===== src/rtl/slv_pkg.sv =====
package slv_pkg;
  localparam int unsigned BUS_W  = 16;
  localparam int unsigned BYTE_W = 8;

  typedef enum logic [2:0] {
    ST_TI = 3'd0,
    ST_T1 = 3'd1,
    ST_T2 = 3'd2,
    ST_T3 = 3'd3,
    ST_T4 = 3'd4
  } bus_state_e;

  typedef enum logic [1:0] {
    OP_NONE = 2'd0,
    OP_RD   = 2'd1,
    OP_WR   = 2'd2
  } bus_op_e;
endpackage


===== src/rtl/slv_strobe_sampler.sv =====
// Falling-edge capture of the strobes; the value taken inside T1 decides the access kind.
module slv_strobe_sampler (
  input  logic clk,
  input  logic rst_n,
  input  logic rd_n,
  input  logic wr_n,
  output logic rd_smp,
  output logic wr_smp
);
  logic rd_d, wr_d;

  always_comb begin
    rd_d = ~rd_n;
    wr_d = ~wr_n;
  end

  always_ff @(negedge clk or negedge rst_n) begin
    if (!rst_n) begin
      rd_smp <= 1'b0;
      wr_smp <= 1'b0;
    end else begin
      rd_smp <= rd_d;
      wr_smp <= wr_d;
    end
  end
endmodule


===== src/rtl/slv_cycle_fsm.sv =====
// Bus-state sequencer: Ti -> T1 -> T2 -> T3 -> T4 (stretchable) -> Ti.
module slv_cycle_fsm
  import slv_pkg::*;
(
  input  logic       clk,
  input  logic       rst_n,
  input  logic       cs_n,
  input  logic       rd_n,
  input  logic       wr_n,
  input  logic       rd_smp,
  input  logic       wr_smp,
  output bus_state_e state,
  output logic       latch_en,
  output logic       rd_launch,
  output logic       wr_launch,
  output logic       cyc_end,
  output logic       wait_o,
  output logic       dout_oe
);
  bus_state_e state_q, state_d;
  bus_op_e    op_q, op_d;
  logic       wait_q, wait_d;
  logic       oe_q, oe_d;
  logic       strobe_high;

  always_comb begin
    state_d     = state_q;
    op_d        = op_q;
    latch_en    = 1'b0;
    rd_launch   = 1'b0;
    wr_launch   = 1'b0;
    cyc_end     = 1'b0;
    strobe_high = (op_q == OP_WR) ? wr_n : rd_n;
    case (state_q)
      ST_TI: begin
        if (!cs_n) begin
          state_d  = ST_T1;
          latch_en = 1'b1;
        end
      end
      ST_T1: begin
        if (rd_smp ^ wr_smp) begin
          state_d = ST_T2;
          op_d    = rd_smp ? OP_RD : OP_WR;
        end else begin
          state_d = ST_TI;
          op_d    = OP_NONE;
        end
      end
      ST_T2: begin
        state_d   = ST_T3;
        rd_launch = (op_q == OP_RD);
        wr_launch = (op_q == OP_WR);
      end
      ST_T3: state_d = ST_T4;
      ST_T4: begin
        if (strobe_high) begin
          state_d = ST_TI;
          op_d    = OP_NONE;
          cyc_end = 1'b1;
        end
      end
      default: begin
        state_d = ST_TI;
        op_d    = OP_NONE;
      end
    endcase
  end

  always_comb begin
    wait_d = wait_q;
    oe_d   = oe_q;
    if (state_q == ST_T1 && state_d == ST_T2) wait_d = 1'b0;
    if (rd_launch) oe_d = 1'b1;
    if (cyc_end) begin
      wait_d = 1'b1;
      oe_d   = 1'b0;
    end
  end

  always_ff @(posedge clk or negedge rst_n) begin
    if (!rst_n) begin
      state_q <= ST_TI;
      op_q    <= OP_NONE;
      wait_q  <= 1'b1;
      oe_q    <= 1'b0;
    end else begin
      state_q <= state_d;
      op_q    <= op_d;
      wait_q  <= wait_d;
      oe_q    <= oe_d;
    end
  end

  assign state   = state_q;
  assign wait_o  = wait_q;
  assign dout_oe = oe_q;
endmodule


===== src/rtl/slv_regfile.sv =====
// Byte-lane register storage; only the implemented words get flops.
module slv_regfile #(
  parameter int unsigned ADDR_W     = 8,
  parameter int unsigned IMPL_BYTES = 192
) (
  input  logic                      clk,
  input  logic                      rst_n,
  input  logic                      wr_en,
  input  logic [ADDR_W-2:0]         word_idx,
  input  logic [1:0]                lane_en,
  input  logic [slv_pkg::BUS_W-1:0] wdata,
  output logic [slv_pkg::BUS_W-1:0] rdata
);
  localparam int unsigned LANES = slv_pkg::BUS_W / slv_pkg::BYTE_W;
  localparam int unsigned WORDS = IMPL_BYTES / LANES;
  localparam int unsigned IDX_W = ADDR_W - 1;
  localparam int unsigned BW    = slv_pkg::BYTE_W;

  logic [WORDS*slv_pkg::BUS_W-1:0] store_flat;
  logic [slv_pkg::BUS_W-1:0]       word_sel;
  logic                            in_range;

  for (genvar w = 0; w < WORDS; w++) begin : g_word
    for (genvar l = 0; l < LANES; l++) begin : g_lane
      logic [BW-1:0] byte_q;
      logic          byte_en;
      assign byte_en = wr_en && (word_idx == IDX_W'(w)) && lane_en[l];
      always_ff @(posedge clk or negedge rst_n) begin
        if (!rst_n)       byte_q <= '0;
        else if (byte_en) byte_q <= wdata[l*BW +: BW];
      end
      assign store_flat[(w*LANES+l)*BW +: BW] = byte_q;
    end
  end

  always_comb begin
    word_sel = '0;
    for (int w = 0; w < WORDS; w++) begin
      if (word_idx == IDX_W'(w)) word_sel = store_flat[w*slv_pkg::BUS_W +: slv_pkg::BUS_W];
    end
  end

  assign in_range = (32'(word_idx) < WORDS);

  always_comb begin
    rdata = '0;
    for (int l = 0; l < LANES; l++) begin
      if (in_range && lane_en[l]) rdata[l*BW +: BW] = word_sel[l*BW +: BW];
    end
  end
endmodule


===== src/rtl/slv_bus_port.sv =====
module slv_bus_port
  import slv_pkg::*;
#(
  parameter int unsigned ADDR_W     = 8,
  parameter int unsigned IMPL_BYTES = 192
) (
  input  logic              clk,
  input  logic              rst_n,
  input  logic              cs_n,
  input  logic              rd_n,
  input  logic              wr_n,
  input  logic              bhe_n,
  input  logic [ADDR_W-1:0] addr,
  input  logic [BUS_W-1:0]  din,
  output logic [BUS_W-1:0]  dout,
  output logic              dout_oe,
  output logic              wait_o
);
  logic              rst_meta, rst_sync;
  logic              rd_smp, wr_smp;
  bus_state_e        state;
  logic              latch_en, rd_launch, wr_launch, cyc_end;
  logic [ADDR_W-1:0] addr_q;
  logic              bhe_q;
  logic [1:0]        lane_en;
  logic [BUS_W-1:0]  rf_rdata;
  logic [BUS_W-1:0]  dout_q, dout_d;

  // reset asserts at once, releases on the clock
  always_ff @(posedge clk or negedge rst_n) begin
    if (!rst_n) begin
      rst_meta <= 1'b0;
      rst_sync <= 1'b0;
    end else begin
      rst_meta <= 1'b1;
      rst_sync <= rst_meta;
    end
  end

  slv_strobe_sampler u_smp (
    .clk    (clk),
    .rst_n  (rst_sync),
    .rd_n   (rd_n),
    .wr_n   (wr_n),
    .rd_smp (rd_smp),
    .wr_smp (wr_smp)
  );

  slv_cycle_fsm u_fsm (
    .clk       (clk),
    .rst_n     (rst_sync),
    .cs_n      (cs_n),
    .rd_n      (rd_n),
    .wr_n      (wr_n),
    .rd_smp    (rd_smp),
    .wr_smp    (wr_smp),
    .state     (state),
    .latch_en  (latch_en),
    .rd_launch (rd_launch),
    .wr_launch (wr_launch),
    .cyc_end   (cyc_end),
    .wait_o    (wait_o),
    .dout_oe   (dout_oe)
  );

  always_ff @(posedge clk or negedge rst_sync) begin
    if (!rst_sync) begin
      addr_q <= '0;
      bhe_q  <= 1'b1;
    end else if (latch_en) begin
      addr_q <= addr;
      bhe_q  <= bhe_n;
    end
  end

  assign lane_en = {~bhe_q, ~addr_q[0]};

  slv_regfile #(
    .ADDR_W     (ADDR_W),
    .IMPL_BYTES (IMPL_BYTES)
  ) u_rf (
    .clk      (clk),
    .rst_n    (rst_sync),
    .wr_en    (wr_launch),
    .word_idx (addr_q[ADDR_W-1:1]),
    .lane_en  (lane_en),
    .wdata    (din),
    .rdata    (rf_rdata)
  );

  always_comb begin
    dout_d = dout_q;
    if (rd_launch)    dout_d = rf_rdata;
    else if (cyc_end) dout_d = '0;
  end

  always_ff @(posedge clk or negedge rst_sync) begin
    if (!rst_sync) dout_q <= '0;
    else           dout_q <= dout_d;
  end

  assign dout = dout_q;
endmodule


===== config.mk =====
export PLATFORM = sky130hd
export DESIGN_NAME = slv_bus_port
export DESIGN_NICKNAME = d
export VERILOG_FILES = /design/src/rtl/slv_pkg.sv /design/src/rtl/slv_strobe_sampler.sv /design/src/rtl/slv_cycle_fsm.sv /design/src/rtl/slv_regfile.sv /design/src/rtl/slv_bus_port.sv
export SDC_FILE = /design/constraint.sdc
export NUM_CORES = 2
export LEC_CHECK = 0
export CORE_MARGIN = 2
export CORE_UTILIZATION = 54
export DETAILED_ROUTE_END_ITERATION = 16
export DONT_BUFFER_PORTS = 1
export PLACE_DENSITY = 0.69
export SYNTH_ARGS = -nofsm -noshare
export SYNTH_HDL_FRONTEND = slang
export SYNTH_SLANG_ARGS = --single-unit

===== constraint.sdc =====
create_clock -name clk -period 143.7 [get_ports clk]
set_clock_uncertainty 0.05 [all_clocks]
set_input_delay 28.74 -clock clk [delete_from_list [all_inputs] [get_ports clk]]
set_output_delay 28.74 -clock clk [all_outputs]
set_load 0.03 [all_outputs]

==> summary.txt <==
Run status
  • Status: complete, but fails checks
  • Failing checks: max-capacitance violations, max-slew violations

Cells and area
  • Final core occ: 60.10%
  • Fraction of layout cells with a size suffix above 1: 35.71%
  • P&R area growth vs syn: 10.42%
  • Fin nets: 5,740

Logic synthesis
  • Main combinational cell family by area after synthesis: multiplexers
  • Adder-cell share of the synthesized area: 0.03445%
  • YS warnings: 0
  • Mux contribution to synthesized area: 24.73%
  • Syn avg cell area: 12.55 um2
  • Synth Area in Simple Gates: 6.499%
  • Ys flop type: dfrtp_1
  • Syn Std Cell Area: 72,640 um2
  • Post-synth top area cell: dfrtp_1
  • Number of flops mapped to enable cells by yosys: 0
  • Synth Area in XOR/XNOR: 0%
  • Post-synth ARST share: 100.0%
  • Synth area leaders: dfrtp_1 (54%), mux2_2 (24%), a22oi_1 (2.3%)
  • Synth Net Count: 5,819
  • Synth Area in Compound Gates: 11.90%
  • Syn Inst Count: 5,787
  • Yosys reg bits: 1,572
  • Yosys top cell area share: 54.02%
  • Count leader, synth: dfrtp_1
  • Commonest cells in the synthesized netlist: dfrtp_1 (1,568), mux2_2 (1,557), nand2_1 (397)
  • Sequential share of the synthesized area: 54.16%
  • Synth cell types: 108

Power and ir drop
  • Cell Pwr Density: 16.07 nW/um2
  • Cell leakage power: 0.03246 uW
  • VDD IR-drop max: 12.46 uV

Critical path
  • Bufs and invs on worst path: 1
  • CP endpoint kind: flop
  • CP max stage cell: inv_1
  • Stages on the worst setup path: 1
  • Reg2Reg Depth: 5
  • Startpoint type of the worst setup path: input port
  • Max FO, Critical Path: 3
  • Critical Path, Cell by Cell: inv_1
  • Slowest stage delay, CP: 0.05 ns
  • CP top delay family: buffers and inverters
  • Worst Path Arrival: 28.79 ns
  • Kind of critical path: in2reg
  • CP Data Required Time: 72.37 ns
  • Register-to-register setup slack: 70.67 ns

CTS
  • # H-tree levels: 4
  • Max clock buf depth: 3
  • Post-CTS Setup Bufs: 0
  • CTS resizes: 0
  • Cts hold-fix bufs: 0
  • Sink Count: 1,572
  • CTS tree: built
  • Clock slew at reported path FFs: 0.06 ns
  • Latest clock arrival within the worst-skew pair: 0.82 ns
  • Root Buffer: clkbuf_16
  • TritonCTS Buffers: 165

Global routing
  • GRT Overall Usage: 39.15%
  • Grt total ovfl: 0
  • Initial antenna violation count: 29
  • First-pass GRT wire length: 388,500 um
  • Vias in the first global route: 53,240
  • Largest net degree at the start of global routing: 178

Drt
  • DR DRC count: 0
  • Vias: 55,040
  • Drt first-iter violations: 8,182
  • Total Routed Length: 270,200 um
  • Routed len/inst: 35.45 um
  • Vias/cell: 7.220
  • Final antenna-violating net count: 0
  • First-pass detailed-route iteration total: 9

Floorplanning
  • Rows: 134
  • Initial Util: 54.43%
  • Core ar.: 133,500 um2
  • I/O pins: 48
  • Die X: 370.8 um
  • Die area: 137,500 um2
  • Die span in y: 370.8 um

Job
  • Max cap viols: 1

Worst hold path
  • Type of the most critical hold path: reg2reg
  • Hold depth: 0

Placed design
  • Final Wtd Congestion: 0.9474
  • Post-Place Worst Slack: 42.85 ns
  • Port bufs: 0
  • DP Wirelength: 173,600 um

STA
  • RSZ-0062 raised after global routing: false
  • # setup viols final: 0
  • Post-route setup slack: 43.58 ns
  • Setup TNS Final: 0 ns
  • Worst slew margin: -1.417%
  • Final Slew Violations: 1
  • Endpoints failing hold: 0
  • Hold WS: 0.2982 ns
  • Worst Tran Pin Value: 1.483 ns
worst paths after layout:
path | startpoint | end
min | rst_meta | rst_sync
max reg2reg | u_smp.rd_smp | u_fsm.wait_o
min reg2reg | rst_meta | rst_sync
max | rd_n | u_smp.rd_smp
max in group asynchronous | rst_sync | u_smp.rd_smp
min in group asynchronous | rst_sync | u_fsm.state[2]
cells in the final DEF, fill, tap and decap left out, types with 35 or more instances in the layout:
| cell | netlist | routed |
|---|---|---|
| a221o_1 | 35 | 35 |
| a22o_1 | 36 | 36 |
| clkbuf_16 | 0 | 167 |
| a211oi_1 | 53 | 53 |
| dfrtp_1 | 1568 | 1563 |
| nand2_1 | 397 | 397 |
| nand3_1 | 61 | 61 |
| buf_4 | 25 | 178 |
| a21oi_1 | 167 | 167 |
| a22oi_1 | 222 | 222 |
| o221ai_1 | 36 | 36 |
| o22ai_1 | 56 | 56 |
| nor2_1 | 220 | 217 |
| o21ai_0 | 200 | 200 |
| a221oi_1 | 114 | 114 |
| o211ai_1 | 42 | 42 |
| nor3_1 | 62 | 61 |
| mux2_2 | 1557 | 1557 |
| clkbuf_8 | 0 | 45 |
cell type report:
type,count,area [um2]
fillers,10690,53250
flip-flops and latches,1572,39360
multi-input cells,3779,31490
clock buffers,244,4918
well taps,1768,2212
repair buffers,179,1356
clock inverters,59,798.3
inverters,11,41.29
diodes,12,30.03
where the power goes:
part | switching (uW) | total, uW | internal (uW) | leakage, uW
sequential | 29.9 | 498 | 468 | 0.0184
clock | 188 | 450 | 262 | 0.00282
combinational | 248 | 341 | 93.7 | 0.0113
per-stage QoR:
stage                     std cells  instance area, um2  power [uW]
final                          7624               80210        1289
after global routing           7617               80190        1310
after CTS                      7612               80180        1269
after detailed placement       7309               74460       824.4
after global placement         7309               74460       821.1
after floorplan                5787               72640       670.5
sequential cells by signal (all words and copies together), names as in the netlist:
| name | cells |
|---|---|
| u_fsm.op_q | 2 |
| u_fsm.state | 3 |
| u_smp.wr_smp | 1 |
| addr_q | 8 |
| rst_meta | 1 |
| u_fsm.dout_oe | 1 |
| rst_sync | 1 |
| u_rf.g_word.g_lane.byte_q | 1536 |
| u_fsm.wait_o | 1 |
| dout | 16 |
| bhe_q | 1 |
| u_smp.rd_smp | 1 |
logic make-up after synthesis:
kind of cell / Yosys count
AOI/OAI and AO/OA: 1209
adders and majority gates: 2
buffers and inverters: 436
DFF: 1572
muxes: 1591
other: 1
and+or+nand+nor: 976
per-layer routing:
layer,up-vias,track usage [%],part of all wire [%]
met4,26,26.06,7.6
met1,28590,51.60,38
met3,947,11.35,12
met2,3802,56.22,43
li1,21680,-,-
met5,-,0,0.12
No activity file was read; power rests on OpenSTA's default activity.
